File: config.mk
export PLATFORM = sky130hd
export DESIGN_NAME = sha256_round_engine
export DESIGN_NICKNAME = d
export VERILOG_FILES = /design/src/rtl/sha256_eng_pkg.sv /design/src/rtl/sha256_rst_sync.sv /design/src/rtl/sha256_kconst_rom.sv /design/src/rtl/sha256_round_logic.sv /design/src/rtl/sha256_round_ctrl.sv /design/src/rtl/sha256_round_engine.sv
export SDC_FILE = /design/constraint.sdc
export NUM_CORES = 2
export LEC_CHECK = 0
export ABC_AREA = 1
export BUFFER_PORTS_ARGS = -buffer_cell sky130_fd_sc_hd__buf_2
export CORE_AREA = 2 2 382 384
export DETAILED_ROUTE_END_ITERATION = 8
export DIE_AREA = 0 0 384 386
export PLACE_DENSITY = 0.63
export SYNTH_ARGS = -nofsm -noshare
export SYNTH_HDL_FRONTEND = slang
export SYNTH_SLANG_ARGS = --single-unit
export TNS_END_PERCENT = 100
File: constraint.sdc
create_clock -name clk -period 48.3 [get_ports clk]
set_input_delay 0 -clock clk [delete_from_list [all_inputs] [get_ports clk]]
set_output_delay 0 -clock clk [all_outputs]
set_load 0.03 [all_outputs]
File: src/rtl/sha256_eng_pkg.sv
package sha256_eng_pkg;
  localparam int WORD_W     = 32;
  localparam int NUM_WORDS  = 8;
  localparam int NUM_ROUNDS = 64;
  localparam int CNT_W      = $clog2(NUM_ROUNDS);
  localparam int DIGEST_W   = WORD_W * NUM_WORDS;

  typedef logic [WORD_W-1:0] word_t;

  // a occupies the top word so the packed state lines up with the digest order
  typedef struct packed {
    word_t a; word_t b; word_t c; word_t d;
    word_t e; word_t f; word_t g; word_t h;
  } wstate_t;

  typedef enum logic [1:0] {PH_IDLE, PH_RUN, PH_FOLD} phase_t;

  localparam logic [DIGEST_W-1:0] START_HASH = {
    32'h6a09e667, 32'hbb67ae85, 32'h3c6ef372, 32'ha54ff53a,
    32'h510e527f, 32'h9b05688c, 32'h1f83d9ab, 32'h5be0cd19};

  function automatic word_t rotr(input word_t x, input int n);
    return (x >> n) | (x << (WORD_W - n));
  endfunction

  function automatic word_t round_const(input logic [CNT_W-1:0] idx);
    word_t k;
    case (idx)
      6'd0:  k = 32'h428a2f98; 6'd1:  k = 32'h71374491; 6'd2:  k = 32'hb5c0fbcf; 6'd3:  k = 32'he9b5dba5;
      6'd4:  k = 32'h3956c25b; 6'd5:  k = 32'h59f111f1; 6'd6:  k = 32'h923f82a4; 6'd7:  k = 32'hab1c5ed5;
      6'd8:  k = 32'hd807aa98; 6'd9:  k = 32'h12835b01; 6'd10: k = 32'h243185be; 6'd11: k = 32'h550c7dc3;
      6'd12: k = 32'h72be5d74; 6'd13: k = 32'h80deb1fe; 6'd14: k = 32'h9bdc06a7; 6'd15: k = 32'hc19bf174;
      6'd16: k = 32'he49b69c1; 6'd17: k = 32'hefbe4786; 6'd18: k = 32'h0fc19dc6; 6'd19: k = 32'h240ca1cc;
      6'd20: k = 32'h2de92c6f; 6'd21: k = 32'h4a7484aa; 6'd22: k = 32'h5cb0a9dc; 6'd23: k = 32'h76f988da;
      6'd24: k = 32'h983e5152; 6'd25: k = 32'ha831c66d; 6'd26: k = 32'hb00327c8; 6'd27: k = 32'hbf597fc7;
      6'd28: k = 32'hc6e00bf3; 6'd29: k = 32'hd5a79147; 6'd30: k = 32'h06ca6351; 6'd31: k = 32'h14292967;
      6'd32: k = 32'h27b70a85; 6'd33: k = 32'h2e1b2138; 6'd34: k = 32'h4d2c6dfc; 6'd35: k = 32'h53380d13;
      6'd36: k = 32'h650a7354; 6'd37: k = 32'h766a0abb; 6'd38: k = 32'h81c2c92e; 6'd39: k = 32'h92722c85;
      6'd40: k = 32'ha2bfe8a1; 6'd41: k = 32'ha81a664b; 6'd42: k = 32'hc24b8b70; 6'd43: k = 32'hc76c51a3;
      6'd44: k = 32'hd192e819; 6'd45: k = 32'hd6990624; 6'd46: k = 32'hf40e3585; 6'd47: k = 32'h106aa070;
      6'd48: k = 32'h19a4c116; 6'd49: k = 32'h1e376c08; 6'd50: k = 32'h2748774c; 6'd51: k = 32'h34b0bcb5;
      6'd52: k = 32'h391c0cb3; 6'd53: k = 32'h4ed8aa4a; 6'd54: k = 32'h5b9cca4f; 6'd55: k = 32'h682e6ff3;
      6'd56: k = 32'h748f82ee; 6'd57: k = 32'h78a5636f; 6'd58: k = 32'h84c87814; 6'd59: k = 32'h8cc70208;
      6'd60: k = 32'h90befffa; 6'd61: k = 32'ha4506ceb; 6'd62: k = 32'hbef9a3f7; default: k = 32'hc67178f2;
    endcase
    return k;
  endfunction
endpackage

File: src/rtl/sha256_rst_sync.sv
module sha256_rst_sync #(
  parameter int STAGES = 2
) (
  input  logic clk,
  input  logic rst_n,
  output logic rst_sn
);
  logic [STAGES-1:0] sync_q;

  always_ff @(posedge clk or negedge rst_n) begin
    if (!rst_n) sync_q <= '0;
    else        sync_q <= {sync_q[STAGES-2:0], 1'b1};
  end

  assign rst_sn = sync_q[STAGES-1];
endmodule

File: src/rtl/sha256_kconst_rom.sv
module sha256_kconst_rom
  import sha256_eng_pkg::*;
(
  input  logic [CNT_W-1:0] idx_i,
  output word_t            k_o
);
  always_comb k_o = round_const(idx_i);
endmodule

File: src/rtl/sha256_round_logic.sv
module sha256_round_logic
  import sha256_eng_pkg::*;
(
  input  wstate_t cur_i,
  input  word_t   k_i,
  input  word_t   w_i,
  output wstate_t nxt_o
);
  word_t sum_e, sum_a, choose, major, t1, t2;

  always_comb begin
    sum_e  = rotr(cur_i.e, 6) ^ rotr(cur_i.e, 11) ^ rotr(cur_i.e, 25);
    sum_a  = rotr(cur_i.a, 2) ^ rotr(cur_i.a, 13) ^ rotr(cur_i.a, 22);
    choose = (cur_i.e & cur_i.f) ^ (~cur_i.e & cur_i.g);
    major  = (cur_i.a & cur_i.b) ^ (cur_i.a & cur_i.c) ^ (cur_i.b & cur_i.c);
    t1     = cur_i.h + sum_e + choose + k_i + w_i;
    t2     = sum_a + major;
    nxt_o.h = cur_i.g;
    nxt_o.g = cur_i.f;
    nxt_o.f = cur_i.e;
    nxt_o.e = cur_i.d + t1;
    nxt_o.d = cur_i.c;
    nxt_o.c = cur_i.b;
    nxt_o.b = cur_i.a;
    nxt_o.a = t1 + t2;
  end
endmodule

File: src/rtl/sha256_round_ctrl.sv
module sha256_round_ctrl
  import sha256_eng_pkg::*;
(
  input  logic             clk,
  input  logic             rst_sn,
  input  logic             start_i,
  output logic             load_o,
  output logic             step_o,
  output logic             fold_o,
  output logic             busy_o,
  output logic [CNT_W-1:0] round_o
);
  localparam logic [CNT_W-1:0] LAST_RND = CNT_W'(NUM_ROUNDS - 1);

  phase_t            phase_q, phase_d;
  logic [CNT_W-1:0]  cnt_q, cnt_d;

  always_comb begin
    phase_d = phase_q;
    cnt_d   = cnt_q;
    unique case (phase_q)
      PH_IDLE: if (start_i) begin phase_d = PH_RUN; cnt_d = '0; end
      PH_RUN: begin
        cnt_d = cnt_q + 1'b1;
        if (cnt_q == LAST_RND) phase_d = PH_FOLD;
      end
      PH_FOLD: phase_d = PH_IDLE;
      default: phase_d = PH_IDLE;
    endcase
  end

  always_ff @(posedge clk or negedge rst_sn) begin
    if (!rst_sn) begin
      phase_q <= PH_IDLE;
      cnt_q   <= '0;
    end else begin
      phase_q <= phase_d;
      cnt_q   <= cnt_d;
    end
  end

  assign load_o  = (phase_q == PH_IDLE) && start_i;
  assign step_o  = (phase_q == PH_RUN);
  assign fold_o  = (phase_q == PH_FOLD);
  assign busy_o  = (phase_q != PH_IDLE);
  assign round_o = cnt_q;

  // rounds advance by exactly one per clock while running
  assert_round_step_R4: assert property (@(posedge clk) disable iff (!rst_sn)
    (step_o && round_o != LAST_RND) |=> (step_o && round_o == $past(round_o) + 1'b1));
  // a load always begins at round zero
  assert_load_round0_R4: assert property (@(posedge clk) disable iff (!rst_sn)
    load_o |=> (step_o && round_o == '0));
  // no new block is accepted while one is in flight
  assert_no_reload_R7: assert property (@(posedge clk) disable iff (!rst_sn)
    busy_o |-> !load_o);
  // folding follows the last round and lasts one cycle
  assert_fold_after_last_R5: assert property (@(posedge clk) disable iff (!rst_sn)
    fold_o |=> !busy_o);
endmodule

File: src/rtl/sha256_round_engine.sv
module sha256_round_engine
  import sha256_eng_pkg::*;
(
  input  logic                clk,
  input  logic                rst_n,
  input  logic                start_i,
  input  logic                init_i,
  input  logic [DIGEST_W-1:0] chain_i,
  input  logic [WORD_W-1:0]   w_i,
  output logic [CNT_W-1:0]    round_o,
  output logic                busy_o,
  output logic                done_o,
  output logic [DIGEST_W-1:0] digest_o
);
  logic rst_sn, load, step, fold;
  word_t k_word;
  wstate_t work_q, work_d, rnd_nxt;
  logic [DIGEST_W-1:0] base_q, base_d, fold_sum, digest_q, digest_d;
  logic done_q, done_d;

  sha256_rst_sync #(.STAGES(2)) u_rst (.clk(clk), .rst_n(rst_n), .rst_sn(rst_sn));

  sha256_round_ctrl u_ctrl (
    .clk(clk), .rst_sn(rst_sn), .start_i(start_i),
    .load_o(load), .step_o(step), .fold_o(fold),
    .busy_o(busy_o), .round_o(round_o));

  sha256_kconst_rom u_rom (.idx_i(round_o), .k_o(k_word));

  sha256_round_logic u_round (.cur_i(work_q), .k_i(k_word), .w_i(w_i), .nxt_o(rnd_nxt));

  for (genvar i = 0; i < NUM_WORDS; i++) begin : g_fold
    assign fold_sum[i*WORD_W +: WORD_W] =
      work_q[i*WORD_W +: WORD_W] + base_q[i*WORD_W +: WORD_W];
  end

  always_comb begin
    work_d   = work_q;
    base_d   = base_q;
    digest_d = digest_q;
    done_d   = 1'b0;
    if (load) begin
      base_d = init_i ? START_HASH : chain_i;
      work_d = init_i ? START_HASH : chain_i;
    end else if (step) begin
      work_d = rnd_nxt;
    end
    if (fold) begin
      digest_d = fold_sum;
      done_d   = 1'b1;
    end
  end

  always_ff @(posedge clk or negedge rst_sn) begin
    if (!rst_sn) begin
      work_q   <= '0;
      base_q   <= '0;
      digest_q <= '0;
      done_q   <= 1'b0;
    end else begin
      work_q   <= work_d;
      base_q   <= base_d;
      digest_q <= digest_d;
      done_q   <= done_d;
    end
  end

  assign digest_o = digest_q;
  assign done_o   = done_q;

  // init selects the built-in starting hash
  assert_load_iv_R2: assert property (@(posedge clk) disable iff (!rst_sn)
    (load && init_i) |=> (work_q == START_HASH));
  // without init the external chaining value is taken
  assert_load_ext_R3: assert property (@(posedge clk) disable iff (!rst_sn)
    (load && !init_i) |=> (work_q == $past(chain_i)));
  // the untouched words move down one place per round
  assert_word_shift_R9: assert property (@(posedge clk) disable iff (!rst_sn)
    step |=> (work_q.b == $past(work_q.a) && work_q.c == $past(work_q.b) &&
              work_q.f == $past(work_q.e) && work_q.h == $past(work_q.g)));
  // done is a single-cycle pulse
  assert_done_pulse_R5: assert property (@(posedge clk) disable iff (!rst_sn)
    done_o |=> !done_o);
  // the digest changes only when done rises
  assert_digest_hold_R8: assert property (@(posedge clk) disable iff (!rst_sn)
    !fold |=> $stable(digest_o));
  // top word of the digest is a plus the chained H1
  assert_fold_h1_R6: assert property (@(posedge clk) disable iff (!rst_sn)
    fold |=> (digest_o[DIGEST_W-1 -: WORD_W] == $past(work_q.a + base_q[DIGEST_W-1 -: WORD_W])));
endmodule

==> summary.log <==
qor: run_status.run_status finished, final reports clean
qor: setup_path.cpPeakStageDelay 660 ps
qor: die.io_pins 556
qor: clock_tree.cts.root.buffer_cell sky130_fd_sc_hd__clkbuf_16
qor: route.ant_nets 0
qor: setup_path.timing.critical_path.max_delay_family adder cells
qor: timing.timing.setup.tns 0 ps
qor: clock_tree.tritoncts_clock_tree done
qor: global_route.grt_max_degree 177
qor: synthesis.yosys_most_used_dff sky130_fd_sc_hd__dfrtp_1
qor: setup_path.cp_common_cell sky130_fd_sc_hd__inv_1
qor: timing.min_period_over_period 19.1%
qor: setup_path.worstSetupStartpointType flop
qor: synthesis.synthArstFlopShare 100%
qor: setup_path.timing.rr.start u_ctrl.round_o[0]$_DFFE_PN0P_
qor: die.chipWidth 384 µm
qor: die.floorplan.initialDensity 39.7%
qor: timing.min_period 9210 ps
qor: clock_tree.clock_tree.htree_level_count 3
qor: clock_tree.clockBufferDepth 3
qor: route.first_iter_violations 5,578
qor: min_path.hold_start chain_i[86]
qor: die.core-area 145,000 µm²
qor: route.detail_route.wl_per_cell 26.3 µm
qor: final_layout.final_layout_size_suffix_gt1_share 11.7%
qor: setup_path.worstPathMaxFanout 16
qor: setup_path.worstSetupPathType reg -> reg
qor: timing.max_freq 109 MHz
qor: timing.worstMarginPinSlew 1290 ps
qor: place.place_hpwl 218 mm
qor: final_layout.nNetsFinal 9,180
qor: route.dr.pass1.iters 5
qor: synthesis.syn-cell-area 57,400 µm²
qor: clock_tree.clock_sinks 779
qor: clock_tree.cts_buffers 93
qor: timing.setup-violations-final 0
qor: route.via_count 58.1k
qor: synthesis.postSynthAreaPerCell 7.44 µm²
qor: die.design.die.area 148,000 µm²
qor: synthesis.ys_seq_area_share 34.0%
qor: setup_path.crit_required 48,890 ps
qor: min_path.hold_path_class in -> reg
qor: job.cap_viol_max_count 0
qor: global_route.grt_antenna_before_repair 6
qor: global_route.globalRoute.totalOverflow 0
qor: route.detail_route.vias_per_cell 5.59
qor: setup_path.cpMaxStageDelayCell sky130_fd_sc_hd__fa_1
qor: final_layout.num-fill-cells 14.6k
qor: route.routed_wirelength 273 mm
qor: synthesis.yosysWarnings 0
qor: die.die_height 386 µm
qor: die.num_rows 140
qor: synthesis.synth.net_count 8,493
qor: clock_tree.clkLatencyLatePin 750 ps
qor: synthesis.yosys_register_bits 779
qor: setup_path.cp_num_buf_inv 7
qor: global_route.grt_first_pass_wirelength 392 mm
qor: timing.final-max-slew-violation-count 0
qor: timing.final.setup_skew 40.1 ps
qor: setup_path.worstSetupEndpointType flop
qor: synthesis.post_synth_num_cell_types 68
qor: setup_path.launching_element_of_the_worst_setup_path u_ctrl.round_o[0]$_DFFE_PN0P_
qor: route.detail_route.drc_violations 0
qor: synthesis.synth_edf_count 0
qor: synthesis.postSynthCellCount 7,709
qor: clock_tree.clock_slew_at_reported_path_ffs 70 ps
qor: clock_tree.cts_repair_resize_count 0
qor: final_layout.area_delta_synth_final 18.2%
qor: place.placement.io_buffers 555
qor: timing.timing.final.hold_violations 0
qor: timing.grt_setup_unrepaired no
qor: place.gp_congestion 1.06
qor: global_route.track_usage 36.1%
qor: setup_path.cp.arrival 9800 ps
qor: global_route.via_count_of_the_first_global_routing_pass 57.0k
qor: timing.max-slew-margin-rel 12.8%
-- logic make-up after synthesis --
kind of cell	after synthesis	share of synthesized area [%]
and+or+nand+nor	2892	20.9
AOI/OAI and AO/OA	1911	19.7
buffers and inverters	1390	9.25
DFF	779	34.0
adders and majority gates	492	12.5
xor gates and xnor gates	244	3.74
other	1	0.00654
-- cell usage after synthesis (all sizes together) (75+ instances only) --
cell | number | share of area, %
nand2 | 1890 | 12
inv | 1106 | 7.3
o21ai | 845 | 7.5
dfrtp | 779 | 34
a21oi | 483 | 4.5
nor2 | 405 | 2.7
ha | 359 | 7.8
nand3 | 327 | 2.9
clkbuf | 208 | 1.4
fa | 133 | 4.6
or2 | 128 | 1.4
xor2 | 123 | 1.9
xnor2 | 121 | 1.9
a31oi | 107 | 1.2
o221ai | 89 | 1.4
o22ai | 86 | 0.94
nor3 | 83 | 0.74
buf | 75 | 0.63
-- final cells by class --
cell class | instances | area (µm²) | share of cell area [%]
timing repair buffer | 875 | 5910 | 8.71
clock inverter | 51 | 661 | 0.974
sequential | 779 | 19500 | 28.8
antenna | 2 | 5.00 | 0.00738
clock buffer | 120 | 2570 | 3.79
inverter | 1107 | 4190 | 6.17
tap | 1917 | 2400 | 3.54
multi-input combinational | 5540 | 32600 | 48.1
-- cells in the final DEF (no fill, tap or decap), drive strengths merged, types with 4 or more instances in the layout --
| master | count |
|---|---|
| nand4 | 30 |
| o22ai | 86 |
| fa | 133 |
| o21ai | 845 |
| nor4 | 15 |
| a22oi | 15 |
| o221ai | 89 |
| o21bai | 63 |
| a31oi | 107 |
| and3 | 8 |
| a221oi | 23 |
| a22o | 17 |
| o311ai | 4 |
| a2bb2oi | 17 |
| a21boi | 12 |
| a2111oi | 9 |
| nor3 | 83 |
| o21a | 17 |
| a32o | 5 |
| o31ai | 16 |
| nand3b | 4 |
| dfrtp | 779 |
| a31o | 4 |
| nand2 | 1890 |
| nand3 | 327 |
| a21oi | 483 |
| or2 | 128 |
| clkinvlp | 13 |
| a21o | 52 |
| buf | 601 |
| clkbuf | 120 |
| dlygate4sd3 | 274 |
| inv | 1116 |
| clkinv | 18 |
| xnor2 | 121 |
| nor2 | 405 |
| bufinv | 11 |
| ha | 359 |
| o211ai | 40 |
| xor2 | 123 |
-- routing by layer --
metal / part of all wire (%) / wire, µm / up-vias / global-route usage [%]
met5: 0.0099 / 27 / - / 0
met4: 7.4 / 20100 / 4 / 22.7
met1: 40 / 109000 / 28100 / 45.3
met2: 45 / 123000 / 2559 / 57.6
li1: - / - / 26800 / -
met3: 7.4 / 20200 / 620 / 6.45
-- per-stage QoR --
step | utilization [%] | setup slack (ps) | area, µm² | hold WS, ps | instances
after global placement | 42.8 | 39180 | 61800 | -214 | 9944
after detailed placement | 42.8 | 39410 | 61800 | -211 | 9944
after CTS | 46.9 | 39330 | 67800 | 53.5 | 10400
after global routing | 46.9 | 38700 | 67800 | 94.5 | 10400
final | 46.9 | 39090 | 67800 | 88.1 | 10400
after floorplan | - | 24980 | 57400 | -296 | 7709
-- final timing paths --
kind                       cells past startpoint                         to  slack (ps)
min reg2reg                                    0  u_rst.sync_q[1]$_DFF_PN0_         360
min in group asynchronous                      3  u_rst.sync_q[0]$_DFF_PN0_         120
max                                           36    work_q[249]$_DFFE_PN0P_       39090
max reg2reg                                   36    work_q[249]$_DFFE_PN0P_       39090
max in group asynchronous                      3     base_q[12]$_DFFE_PN0P_       44970
min                                            4     base_q[86]$_DFFE_PN0P_          90
-- repair_timing --
action,4_1_cts,5_1_grt
hold buffers,274,0
buffers inserted,0,0
endpoints found under the hold margin,511,0
-- worst reg2reg max path, delay by kind of cell (launching register included) --
family,cells,cell delay (ps)
xor gates and xnor gates,1,380
DFF,1,330
AOI/OAI and AO/OA,12,2580
buffers and inverters,7,1230
adders and majority gates,7,3360
and+or+nand+nor,9,1180
-- state kept, by name, summed over array words and instances (netlist names) --
| signal | flops |
|---|---|
| u_ctrl.round_o | 6 |
| u_rst.sync_q | 2 |
| digest_o | 256 |
| done_o | 1 |
| base_q | 256 |
| u_ctrl.phase_q | 2 |
| work_q | 256 |
Power is not shown: default switching activity piles up to over one toggle a cycle in this logic, so the estimate is an artifact.
